<file path="config.mk">
export PLATFORM = sky130hd
export DESIGN_NAME = extbus_master
export DESIGN_NICKNAME = d
export VERILOG_FILES = /design/src/rtl/xbus_pkg.sv /design/src/rtl/xbus_clkgen.sv /design/src/rtl/xbus_rdy_sync.sv /design/src/rtl/xbus_sequencer.sv /design/src/rtl/extbus_master.sv
export SDC_FILE = /design/constraint.sdc
export NUM_CORES = 1
export LEC_CHECK = 0
export ABC_AREA = 1
export BUFFER_PORTS_ARGS = -buffer_cell sky130_fd_sc_hd__buf_2
export CAP_MARGIN = 0
export CELL_PAD_IN_SITES_DETAIL_PLACEMENT = 0
export CELL_PAD_IN_SITES_GLOBAL_PLACEMENT = 1
export CORE_ASPECT_RATIO = 0.8
export CORE_MARGIN = 8
export CORE_UTILIZATION = 34
export CTS_CLUSTER_DIAMETER = 100
export DETAILED_ROUTE_END_ITERATION = 7
export PLACE_DENSITY = 0.81
export SYNTH_ARGS = -nofsm -noshare
export SYNTH_HDL_FRONTEND = slang
export SYNTH_SLANG_ARGS = --single-unit
</file>
<file path="constraint.sdc">
create_clock -name clk -period 3.7 [get_ports clk]
set_clock_uncertainty 0.2 [all_clocks]
set_input_delay 0 -clock clk [delete_from_list [all_inputs] [get_ports clk]]
set_output_delay 0 -clock clk [all_outputs]
set_load 0.02 [all_outputs]
</file>
<file path="src/rtl/xbus_pkg.sv">
// Shared types and helpers for the external bus sequencer.
// Assumes phase counts fit in XB_CNT_W bits; doubled lengths fit in one more bit.
package xbus_pkg;

    parameter int unsigned XB_CNT_W = 4;

    typedef enum logic [1:0] {
        PH_IDLE   = 2'd0,
        PH_LEAD   = 2'd1,
        PH_ACTIVE = 2'd2,
        PH_TRAIL  = 2'd3
    } xb_phase_e;

    localparam logic [1:0] XB_SIZE_16 = 2'b11;
    localparam logic [1:0] XB_SIZE_32 = 2'b01;

    // Effective phase length in ticks: optional floor of one, optional doubling.
    function automatic logic [XB_CNT_W:0] xb_eff_len(
        input logic [XB_CNT_W-1:0] n,
        input logic                dbl,
        input logic                at_least_one
    );
        logic [XB_CNT_W:0] base;
        base = {1'b0, n};
        if (at_least_one && (n == '0)) begin
            base = (XB_CNT_W+1)'(1);
        end
        return dbl ? (base << 1) : base;
    endfunction

endpackage

</file>
<file path="src/rtl/xbus_clkgen.sv">
// Timing tick and bus clock generator.
// tick_o is high every other system clock (timing clock = sysclk/2).
// busclk_o toggles on every tick when enabled, giving sysclk/4; held low otherwise.
module xbus_clkgen (
    input  logic clk,
    input  logic rst_n,
    input  logic busclk_en,
    output logic tick_o,
    output logic busclk_o
);
    logic tick_q;
    logic bclk_q;

    // Alternate the tick register each system clock.
    always_ff @(posedge clk) begin
        if (!rst_n) tick_q <= 1'b0;
        else        tick_q <= ~tick_q;
    end

    // Toggle the bus clock on ticks while enabled.
    always_ff @(posedge clk) begin
        if (!rst_n || !busclk_en) bclk_q <= 1'b0;
        else if (tick_q)          bclk_q <= ~bclk_q;
    end

    assign tick_o   = tick_q;
    assign busclk_o = bclk_q;
endmodule

</file>
<file path="src/rtl/xbus_rdy_sync.sv">
// Ready input conditioner.
// A shift chain of STAGES registers; asynchronous mode takes the last stage,
// synchronous mode takes the first. Assumes STAGES >= 2.
module xbus_rdy_sync #(
    parameter int unsigned STAGES = 2
) (
    input  logic clk,
    input  logic rst_n,
    input  logic async_mode,
    input  logic rdy_i,
    output logic rdy_o
);
    logic [STAGES-1:0] sh_q;

    // Shift the raw ready level through the chain.
    always_ff @(posedge clk) begin
        if (!rst_n) sh_q <= '0;
        else        sh_q <= {sh_q[STAGES-2:0], rdy_i};
    end

    assign rdy_o = async_mode ? sh_q[STAGES-1] : sh_q[0];
endmodule

</file>
<file path="src/rtl/xbus_sequencer.sv">
// Lead/active/trail phase sequencer.
// Latches the phase lengths when start_i is high (start only while idle, on a tick).
// Phases advance only on tick edges; zero-length active/trail phases are skipped.
// cap_o marks the edge where active ends (or lead ends with active skipped).
module xbus_sequencer
    import xbus_pkg::*;
(
    input  logic                clk,
    input  logic                rst_n,
    input  logic                tick_i,
    input  logic                start_i,
    input  logic [XB_CNT_W-1:0] lead_i,
    input  logic [XB_CNT_W-1:0] act_i,
    input  logic [XB_CNT_W-1:0] trail_i,
    input  logic                dbl_i,
    input  logic                use_rdy_i,
    input  logic                rdy_s_i,
    output xb_phase_e           phase_o,
    output logic                cap_o,
    output logic                done_o
);
    localparam int unsigned LW = XB_CNT_W + 1;

    xb_phase_e     phase_q;
    xb_phase_e     next_ph;
    logic [LW-1:0] lead_len_q, act_len_q, trail_len_q;
    logic [LW-1:0] cnt_q, cur_len, last_idx;
    logic          use_rdy_q;
    logic          phase_end;
    logic          done_q;

    // Length of the phase currently running.
    always_comb begin
        case (phase_q)
            PH_LEAD:   cur_len = lead_len_q;
            PH_ACTIVE: cur_len = act_len_q;
            PH_TRAIL:  cur_len = trail_len_q;
            default:   cur_len = '0;
        endcase
    end

    assign last_idx = cur_len - LW'(1);

    // Decide whether the current phase finishes on this tick.
    always_comb begin
        case (phase_q)
            PH_LEAD:   phase_end = (cnt_q == last_idx);
            PH_ACTIVE: phase_end = (cnt_q >= last_idx) && (!use_rdy_q || rdy_s_i);
            PH_TRAIL:  phase_end = (cnt_q == last_idx);
            default:   phase_end = 1'b0;
        endcase
    end

    // Pick the following phase, skipping empty ones.
    always_comb begin
        case (phase_q)
            PH_LEAD:   next_ph = (act_len_q != '0) ? PH_ACTIVE :
                                 (trail_len_q != '0) ? PH_TRAIL : PH_IDLE;
            PH_ACTIVE: next_ph = (trail_len_q != '0) ? PH_TRAIL : PH_IDLE;
            default:   next_ph = PH_IDLE;
        endcase
    end

    // Phase register, tick counter and completion pulse.
    always_ff @(posedge clk) begin
        if (!rst_n) begin
            phase_q     <= PH_IDLE;
            cnt_q       <= '0;
            lead_len_q  <= '0;
            act_len_q   <= '0;
            trail_len_q <= '0;
            use_rdy_q   <= 1'b0;
            done_q      <= 1'b0;
        end else begin
            done_q <= 1'b0;
            if (start_i) begin
                phase_q     <= PH_LEAD;
                cnt_q       <= '0;
                lead_len_q  <= xb_eff_len(lead_i, dbl_i, 1'b1);
                act_len_q   <= xb_eff_len(act_i, dbl_i, use_rdy_i);
                trail_len_q <= xb_eff_len(trail_i, dbl_i, 1'b0);
                use_rdy_q   <= use_rdy_i;
            end else if (tick_i && (phase_q != PH_IDLE)) begin
                if (phase_end) begin
                    phase_q <= next_ph;
                    cnt_q   <= '0;
                    done_q  <= (next_ph == PH_IDLE);
                end else if (cnt_q < last_idx) begin
                    cnt_q <= cnt_q + LW'(1);
                end
            end
        end
    end

    assign cap_o   = tick_i && phase_end &&
                     ((phase_q == PH_ACTIVE) ||
                      ((phase_q == PH_LEAD) && (next_ph != PH_ACTIVE)));
    assign phase_o = phase_q;
    assign done_o  = done_q;
endmodule

</file>
<file path="src/rtl/extbus_master.sv">
// External asynchronous bus master for one select region.
// Accepts one request at a time from a valid/ready port, runs a lead/active/trail
// cycle, then returns a one-clock response. Configuration inputs are assumed
// static while a cycle is in progress. The data bus is split; the pad ring joins it.
module extbus_master
    import xbus_pkg::*;
#(
    parameter int unsigned ADDR_W     = 20,
    parameter int unsigned DATA_W     = 32,
    parameter int unsigned RDY_STAGES = 2
) (
    input  logic                clk,
    input  logic                rst_n,
    input  logic [XB_CNT_W-1:0] cfg_wr_lead,
    input  logic [XB_CNT_W-1:0] cfg_wr_active,
    input  logic [XB_CNT_W-1:0] cfg_wr_trail,
    input  logic [XB_CNT_W-1:0] cfg_rd_lead,
    input  logic [XB_CNT_W-1:0] cfg_rd_active,
    input  logic [XB_CNT_W-1:0] cfg_rd_trail,
    input  logic                cfg_double,
    input  logic                cfg_use_ready,
    input  logic                cfg_ready_async,
    input  logic [1:0]          cfg_size,
    input  logic                cfg_busclk_en,
    input  logic                req_valid,
    output logic                req_ready,
    input  logic                req_write,
    input  logic [ADDR_W-1:0]   req_addr,
    input  logic [DATA_W-1:0]   req_wdata,
    output logic                rsp_valid,
    output logic [DATA_W-1:0]   rsp_rdata,
    output logic                bus_cs_n,
    output logic                bus_rd_n,
    output logic                bus_wr_n,
    output logic [ADDR_W-1:0]   bus_addr,
    output logic [DATA_W-1:0]   bus_dout,
    output logic                bus_doe,
    input  logic [DATA_W-1:0]   bus_din,
    input  logic                bus_ready,
    output logic                bus_clk
);
    localparam int unsigned NARROW_W = DATA_W / 2;

    logic        tick;
    logic        rdy_s;
    logic        accept;
    logic        size_ok;
    logic        cap;
    logic        done;
    xb_phase_e   phase;

    logic                we_q;
    logic                wide_q;
    logic [ADDR_W-1:0]   addr_q;
    logic [DATA_W-1:0]   wdata_q;
    logic [DATA_W-1:0]   rdata_q;
    logic [DATA_W-1:0]   wdata_fit;
    logic [DATA_W-1:0]   din_fit;

    xbus_clkgen u_clkgen (
        .clk       (clk),
        .rst_n     (rst_n),
        .busclk_en (cfg_busclk_en),
        .tick_o    (tick),
        .busclk_o  (bus_clk)
    );

    xbus_rdy_sync #(.STAGES(RDY_STAGES)) u_rdy (
        .clk        (clk),
        .rst_n      (rst_n),
        .async_mode (cfg_ready_async),
        .rdy_i      (bus_ready),
        .rdy_o      (rdy_s)
    );

    xbus_sequencer u_seq (
        .clk       (clk),
        .rst_n     (rst_n),
        .tick_i    (tick),
        .start_i   (accept),
        .lead_i    (req_write ? cfg_wr_lead   : cfg_rd_lead),
        .act_i     (req_write ? cfg_wr_active : cfg_rd_active),
        .trail_i   (req_write ? cfg_wr_trail  : cfg_rd_trail),
        .dbl_i     (cfg_double),
        .use_rdy_i (cfg_use_ready),
        .rdy_s_i   (rdy_s),
        .phase_o   (phase),
        .cap_o     (cap),
        .done_o    (done)
    );

    assign size_ok   = (cfg_size == XB_SIZE_16) || (cfg_size == XB_SIZE_32);
    assign req_ready = (phase == PH_IDLE) && tick && size_ok;
    assign accept    = req_valid && req_ready;

    // Width fitting: narrow mode keeps only the low half of each data word.
    always_comb begin
        if (cfg_size == XB_SIZE_32) wdata_fit = req_wdata;
        else                        wdata_fit = {{(DATA_W-NARROW_W){1'b0}}, req_wdata[NARROW_W-1:0]};
        if (wide_q) din_fit = bus_din;
        else        din_fit = {{(DATA_W-NARROW_W){1'b0}}, bus_din[NARROW_W-1:0]};
    end

    // Hold request fields for the whole bus cycle.
    always_ff @(posedge clk) begin
        if (!rst_n) begin
            we_q    <= 1'b0;
            wide_q  <= 1'b0;
            addr_q  <= '0;
            wdata_q <= '0;
        end else if (accept) begin
            we_q    <= req_write;
            wide_q  <= (cfg_size == XB_SIZE_32);
            addr_q  <= req_addr;
            wdata_q <= wdata_fit;
        end
    end

    // Capture read data where the active phase ends.
    always_ff @(posedge clk) begin
        if (!rst_n)            rdata_q <= '0;
        else if (cap && !we_q) rdata_q <= din_fit;
    end

    assign bus_cs_n  = (phase == PH_IDLE);
    assign bus_rd_n  = !((phase == PH_ACTIVE) && !we_q);
    assign bus_wr_n  = !((phase == PH_ACTIVE) && we_q);
    assign bus_doe   = we_q && ((phase == PH_ACTIVE) || (phase == PH_TRAIL));
    assign bus_dout  = wdata_q;
    assign bus_addr  = addr_q;
    assign rsp_valid = done;
    assign rsp_rdata = rdata_q;
endmodule

</file>
==> results.md, run 1 <==
* Critical path cell sequence: inv_2 > ha_4 > nand2_1 > nand3_1 > nand2_2 > ha_2 > nand3_1 > xnor2_1 > ha_1 > nand2_2 > nor2_4 > nand3_2 > nand2_4 > nand3_4 > nor2_8 > nand2_8 > nor2_1 > nor2_1 > dlygate4sd3_1
* Yosys top cell area share at 0.460
* Worst hold start: cfg_size[0]
* Die Ht at between 100 and 150 µm
* Number of global-route vias before repair at 5528
* Multi-input gate area at 2280 µm²
* Vias per inst at 4.76
* Synth area leaders: dfxtp_1 (46%), nand2_1 (9.6%), a22o_1 (6.5%), nor2_1 (3.9%), inv_1 (3.4%)
* First-pass GRT wire length at about 27000 µm
* Worst-Skew Late Latency at 0.41 ns
* Layout cells sized above 1 at 0.311
* Filler Cell Count at ~1200
* Overflow after GRT at 0
* Nets@finish at 1040
* Synthesized instance count at 577
* Initial antenna violation count at 1
* EDFF count, synth at 0
* Flops & latches, synth at 114
* Final core occ at 0.565
* CP endpoint kind: flip-flop
* Most instantiated cells after synthesis: nand2_1 (127), dfxtp_1 (114), nor2_1 (51)
* Total power draw at 3.26 mW
* # clock sinks at approximately 110
* Worst path max stage delay at around 0.55 ns
* Synthesized area per cell at between 8 and 9 µm²
* CP arrival at about 3.5 ns
* Status: complete, no violations
* Number of max-cap violations at 0
* Non-filler cells, final at 1108
* Max transition margin at 0.282
* Count leader, synth: nand2_1
* Fin. Hold Viols at 0
* Post-synthesis cell type count at 39
* Area growth from synthesis to layout at 62.4%
* Worst EP required at around 3.8 ns
* Core box area at ~14000 µm²
* # placed instances at between 900 and 1000
* Ys flop type: dfxtp_1
* I/O Buffers at 209
* Final GP Congestion at 0.842
* Peak supply drop at 0.379 mV
* # setup viols final at 0
* Placed cell areas at around 6000 µm²
* R2R Path Start: u_seq.phase_o[0]
* Final HPWL DP at 11000 µm
* Post-synthesis sequential area ratio at 0.460
* Pwr Density at slightly above 400 nW/µm²
* Starting Density at 0.348
* Clock-pin slew on the worst setup and hold paths at 0.05 ns
* Wire length per cell at 15.1 µm
* Syn Nets at around 710
* Post-Layout Inst Area at ~8100 µm²
* Initial DRC count at 284
* Critical path class: reg -> reg
* Hold Path Class: in -> reg
* Slew @ Worst Pin at about 1.1 ns
* Crit path max-delay cell type: dlygate4sd3_1
* Max FO, Critical Path at 10
* Fin. max-slew vios at 0
* Post-DRT Antenna Nets at 0
* Synth area leader: dfxtp_1
* Tot GR Track Use at 0.180
* Lkg Pwr at 3.89 nW
* Number of detailed-route iterations in the first pass at 7
* Post-synthesis cell area at 4960 µm²
* YS warnings at 0
* Storage cell area at around 2300 µm²
* DR DRC count at 0
* FMAX at a little under 0.3 GHz
* TritonCTS clock tree: done
* I/O pins at 210
* WL final at 16800 µm
* Final worst-path cycle share at 0.934
* Crit start category: flip-flop
* H-tree levels at 4
* Final hold slack at 0.0646 ns
* CTS Buffer Depth at 2
* Row Count at 39
* Full die area at 18700 µm²
* Largest net degree at the start of global routing at between 50 and 60
* CTS Buf Count at 17
* Fraction of registers with async set/reset at 0
* DR vias at 5273
* Die width at 151 µm
* CTS Root Cell: clkbuf_16
* CP startpoint: u_seq.phase_o[0]
* Fin crit period at 3.46 ns
## cell usage in the layout (no fill, tap or decap), types with 10 or more instances in the layout
master	synthesis	routed
a21oi_1	31	30
a22o_1	37	37
a32o_1	16	16
buf_2	6	209
clkbuf_16	0	17
dfxtp_1	114	112
dlygate4sd3_1	0	133
inv_1	45	43
nand2_1	127	121
nand2_2	5	10
nand3_1	24	24
nand3b_1	16	16
nor2_1	51	51
o221ai_1	10	10
## per-layer routing
layer  global-route usage  vias to the layer above  wire [µm]
met5                    0                        -         13
met4               0.0746                        2        253
met3               0.0777                       22       1450
met2                0.303                      180       8280
met1                0.197                     2453       6790
li1                     -                     2616          -
## sequential cells by signal, indices dropped and copies added (netlist names)
signal,flops
bus_dout,32
rsp_rdata,32
bus_addr,20
u_seq.act_len_q,5
u_seq.cnt_q,5
u_seq.lead_len_q,5
u_seq.trail_len_q,5
u_rdy.sh_q,2
u_seq.phase_o,2
u_clkgen.busclk_o,1
u_clkgen.tick_o,1
u_seq.done_o,1
u_seq.use_rdy_q,1
we_q,1
wide_q,1
## final timing paths
path / to / slack, ns / depth (start not counted)
setup / recovery: rsp_rdata[25] / 0.24 / 19
setup reg to reg: rsp_rdata[25] / 0.24 / 19
hold / removal: wide_q / 0.06 / 7
hold reg to reg: u_rdy.sh_q[1] / 0.23 / 2
## cell families (layout without fill, tap and decap cells)
logic type / Yosys count / in the layout / share of synthesized area
adders and majority gates: 11 / 11 / 0.0277
DFF: 114 / 114 / 0.460
xor gates and xnor gates: 5 / 5 / 0.00883
AOI/OAI and AO/OA: 115 / 115 / 0.172
muxes: 6 / 6 / 0.0124
other: 0 / 1 / 0
buffers and inverters: 85 / 431 / 0.0966
and+or+nand+nor: 241 / 241 / 0.222
## timing repair
action	CTS	global route
gates resized for setup	0	24
endpoints found under the hold margin	106	0
hold buffers	133	0
buffers inserted	0	2
endpoints found under the setup margin	0	6
## cell type report
type,instances,area share
Multi-Input combinational cell,378,0.284
Inverter,50,0.0236
Clock inverter,11,0.0191
Tap cell,184,0.0286
Antenna cell,1,0.000311
Clock buffer,21,0.0572
Timing Repair Buffer,349,0.303
Sequential cell,114,0.284
## worst max-delay path: cells and delay by family, from the launching register on
| kind | cells | cell delay [ns] |
|---|---|---|
| XOR/XNOR | 1 | 0.14 |
| adder cells (fa/ha/maj) | 3 | 0.68 |
| buffers and inverters | 2 | 0.62 |
| flip-flops | 1 | 0.37 |
| AND/OR/NAND/NOR | 13 | 1.32 |
## through the flow
step / TNS (ns) / worst slack (ns)
4_1_cts: 0 / 0.0355
3_5_place_dp: 0 / 0.398
6_report: 0 / 0.244
2_1_floorplan: 0 / 0.748
3_3_place_gp: 0 / 0.502
5_1_grt: -0.00494 / -0.00494
## power breakdown
group / switching, mW / total (mW) / internal (mW) / leakage [nW]
registers: 0.0157 / 1.26 / 1.25 / 0.923
clock network: 0.582 / 1.68 / 1.10 / 0.282
logic: 0.134 / 0.313 / 0.179 / 2.68
Note: power is estimated with default switching activity, not from simulation.
==> run 2: changes to the inputs <==
- ABC_AREA: 1 -> unset
- MAX_ROUTING_LAYER: unset -> met4
==> run 2 against run 1 <==
Effect of this change:
- combinational power increased by 11%
- total power grew 2.4%
- largest power group unchanged
- non-clock buffer count rose by 49
- setup slack got worse by 0.15 ns
- critical endpoint is now u_seq.cnt_q[2]
- global-route usage rose by 0.50 points
- highest routed layer is now met4
==> results.md, run 2 <==
* Max transition margin at 0.324
* Final HPWL DP at 10300 µm
* Worst-Skew Late Latency at 0.41 ns
* Post-synthesis sequential area ratio at 0.469
* Fin. max-slew vios at 0
* R2R Path Start: u_seq.phase_o[0]
* Final hold slack at 0.0422 ns
* Status: complete, no violations
* Pwr Density at 391 nW/µm²
* DR DRC count at 0
* Fin. Hold Viols at 0
* Vias per inst at roughly 4.8
* Placed cell areas at 6040 µm²
* Pre-CTS setup slack at -0.0709 ns
* I/O Buffers at 209
* Critical path class: reg -> reg
* Most instantiated cells after synthesis: nand2_1 (134), dfxtp_1 (114), a21boi_0 (50)
* CTS Root Cell: clkbuf_16
* Synthesized area per cell at 8.73 µm²
* R2r worst-path depth at 16
* DR vias at 5464
* Synthesized instance count at 557
* TritonCTS clock tree: done
* Commonest non-fill, non-tap cells in the layout: buf_2 (208), dlygate4sd3_1 (173), nand2_1 (132)
* Nets@finish at approximately 1100
* Post-synthesis cell type count at 50
* H-tree levels at 4
* Wire length per cell at 15.0 µm
* Final GP Congestion at 0.815
* CTS Buf Count at 17
* Post-DRT Antenna Nets at 0
* Initial antenna violation count at 0
* Syn Nets at 687
* Die width at 150 µm
* Worst hold start: cfg_rd_lead[0]
* Yosys top cell area share at 0.469
* Post-Layout Inst Area at about 8500 µm²
* Tot GR Track Use at 0.185
* Clock-pin slew on the worst setup and hold paths at 0.06 ns
* Initial DRC count at 285
* I/O pins at 210
* Critical R2R Capture: u_seq.cnt_q[2]
* Overflow after GRT at 0
* EDFF count, synth at 0
* Number of global-route vias before repair at 5569
* # clock sinks at roughly 110
* Die Ht at 123 µm
* Max FO, Critical Path at 7
* Slew @ Worst Pin at 1.01 ns
* Worst EP required at about 3.9 ns
* CP startpoint: u_seq.phase_o[0]
* # setup viols final at 0
* Peak supply drop at 0.349 mV
* Starting Density at 0.344
* First-pass GRT wire length at 26700 µm
* Fin crit period at 3.61 ns
* Ys flop type: dfxtp_1
* Number of max-cap violations at 0
* CTS Buffer Depth at 2
* Largest net degree at the start of global routing at 69
* Hold path depth at 6
* Post-synthesis cell area at 4860 µm²
* Full die area at 18400 µm²
* Crit start category: flip-flop
* CP endpoint kind: flip-flop
* Core box area at 14200 µm²
* YS warnings at 0
* Synth area leader: dfxtp_1
* Count leader, synth: nand2_1
* WL final at 17000 µm
* Area growth from synthesis to layout at 75.6%
* Flops & latches, synth at 114
* Hold endpoint: u_seq.lead_len_q[1]
* CP arrival at 3.76 ns
* Row Count at 39
* PnR worst setup slack at 0.0896 ns
* Most common cell after layout, fill and taps aside: buf_2
* Fraction of registers with async set/reset at 0
* Reg2Reg Setup Slack at 0.09 ns
* Final worst-path cycle share at 0.976
* Hold Path Class: in -> reg
* Layout cells sized above 1 at 0.299
* FMAX at 0.277 GHz
* Number of detailed-route iterations in the first pass at 7
* Synth area leaders: dfxtp_1 (47%), nand2_1 (10%), a21boi_0 (7.7%), o21ai_0 (3.5%), a22o_1 (2.9%)
* Lkg Pwr at 3.84 nW
## run 2: changes by cell type in the layout (fill, tap and decap cells not counted), moves of 10 or more
cell	change
nor2_1	-43
o221ai_1	-10
nand2_1	+11
a21oi_1	-20
nand4_1	+16
o21ai_0	+24
a22o_1	-21
a21boi_0	+50
a32o_1	-16
dlygate4sd3_1	+40
inv_1	-37
nand3b_1	-16
buf_4	+10
## run 2: what timing repair did
action                                  CTS  global route
resized for setup                         2            21
buffers inserted                          1             4
hold buffers                            173             0
endpoints found under the setup margin    3            39
pin swaps                                 2            12
endpoints found under the hold margin   107             0
## run 2: stage by stage
step	utilization	power (mW)	instances	setup TNS, ns
after floorplan	-	1.41	557	0
after global placement	0.427	1.50	920	0
after detailed placement	0.427	1.51	920	-0.124
after CTS	0.595	3.37	1126	0
after global routing	0.603	3.47	1130	-0.00669
final	0.603	3.34	1131	0
## run 2: area by class of cell
type                       instances  area, µm²
antenna                            1       2.50
clock buffer                      19        443
clock inverter                    13        185
fill                            1182       5620
inverter                           7       28.8
multi-input combinational        395       2450
sequential                       114       2290
tap                              184        230
timing repair buffer             398       2910
## run 2: how the worst max path moves through the flow
stage / to / slack [ns] / cells past startpoint
floorplan: u_seq.cnt_q[3] / 0.09 / 15
global placement: u_seq.cnt_q[3] / 0.08 / 14
detailed placement: u_seq.cnt_q[3] / -0.07 / 14
CTS: u_seq.cnt_q[3] / 0.01 / 14
global route: u_seq.cnt_q[2] / -0.007 / 13
finish: u_seq.cnt_q[2] / 0.09 / 16
## run 2: layer usage
layer | GRT usage | share of wire
met1 | 0.208 | 0.42
met2 | 0.307 | 0.49
met3 | 0.0574 | 0.069
met4 | 0.0667 | 0.016
met5 | - | 0
## run 2: power by group
group,switching (mW),internal [mW]
Sequential,0.0168,1.25
Combinational,0.146,0.200
Clock,0.582,1.14
Total,0.744,2.59
## run 2: cells by family after synthesis
family / Yosys count / share of synthesized area
muxes: 16 / 0.0345
AOI/OAI and AO/OA: 146 / 0.209
xor gates and xnor gates: 3 / 0.00541
DFF: 114 / 0.469
and+or+nand+nor: 219 / 0.208
buffers and inverters: 48 / 0.0453
adders and majority gates: 11 / 0.0283
## run 2: worst max-delay path, cell delays in order, from the launching register on
cell	delay, ns
dfxtp_4	0.40
inv_4	0.05
ha_4	0.17
a222oi_1	0.34
buf_4	0.18
or2_4	0.12
ha_4	0.13
a311oi_2	0.08
a21oi_1	0.16
ha_1	0.28
and3_4	0.18
or2_4	0.24
o211ai_1	0.23
buf_4	0.17
nand2_2	0.05
or4_4	0.48
o21ai_2	0.06
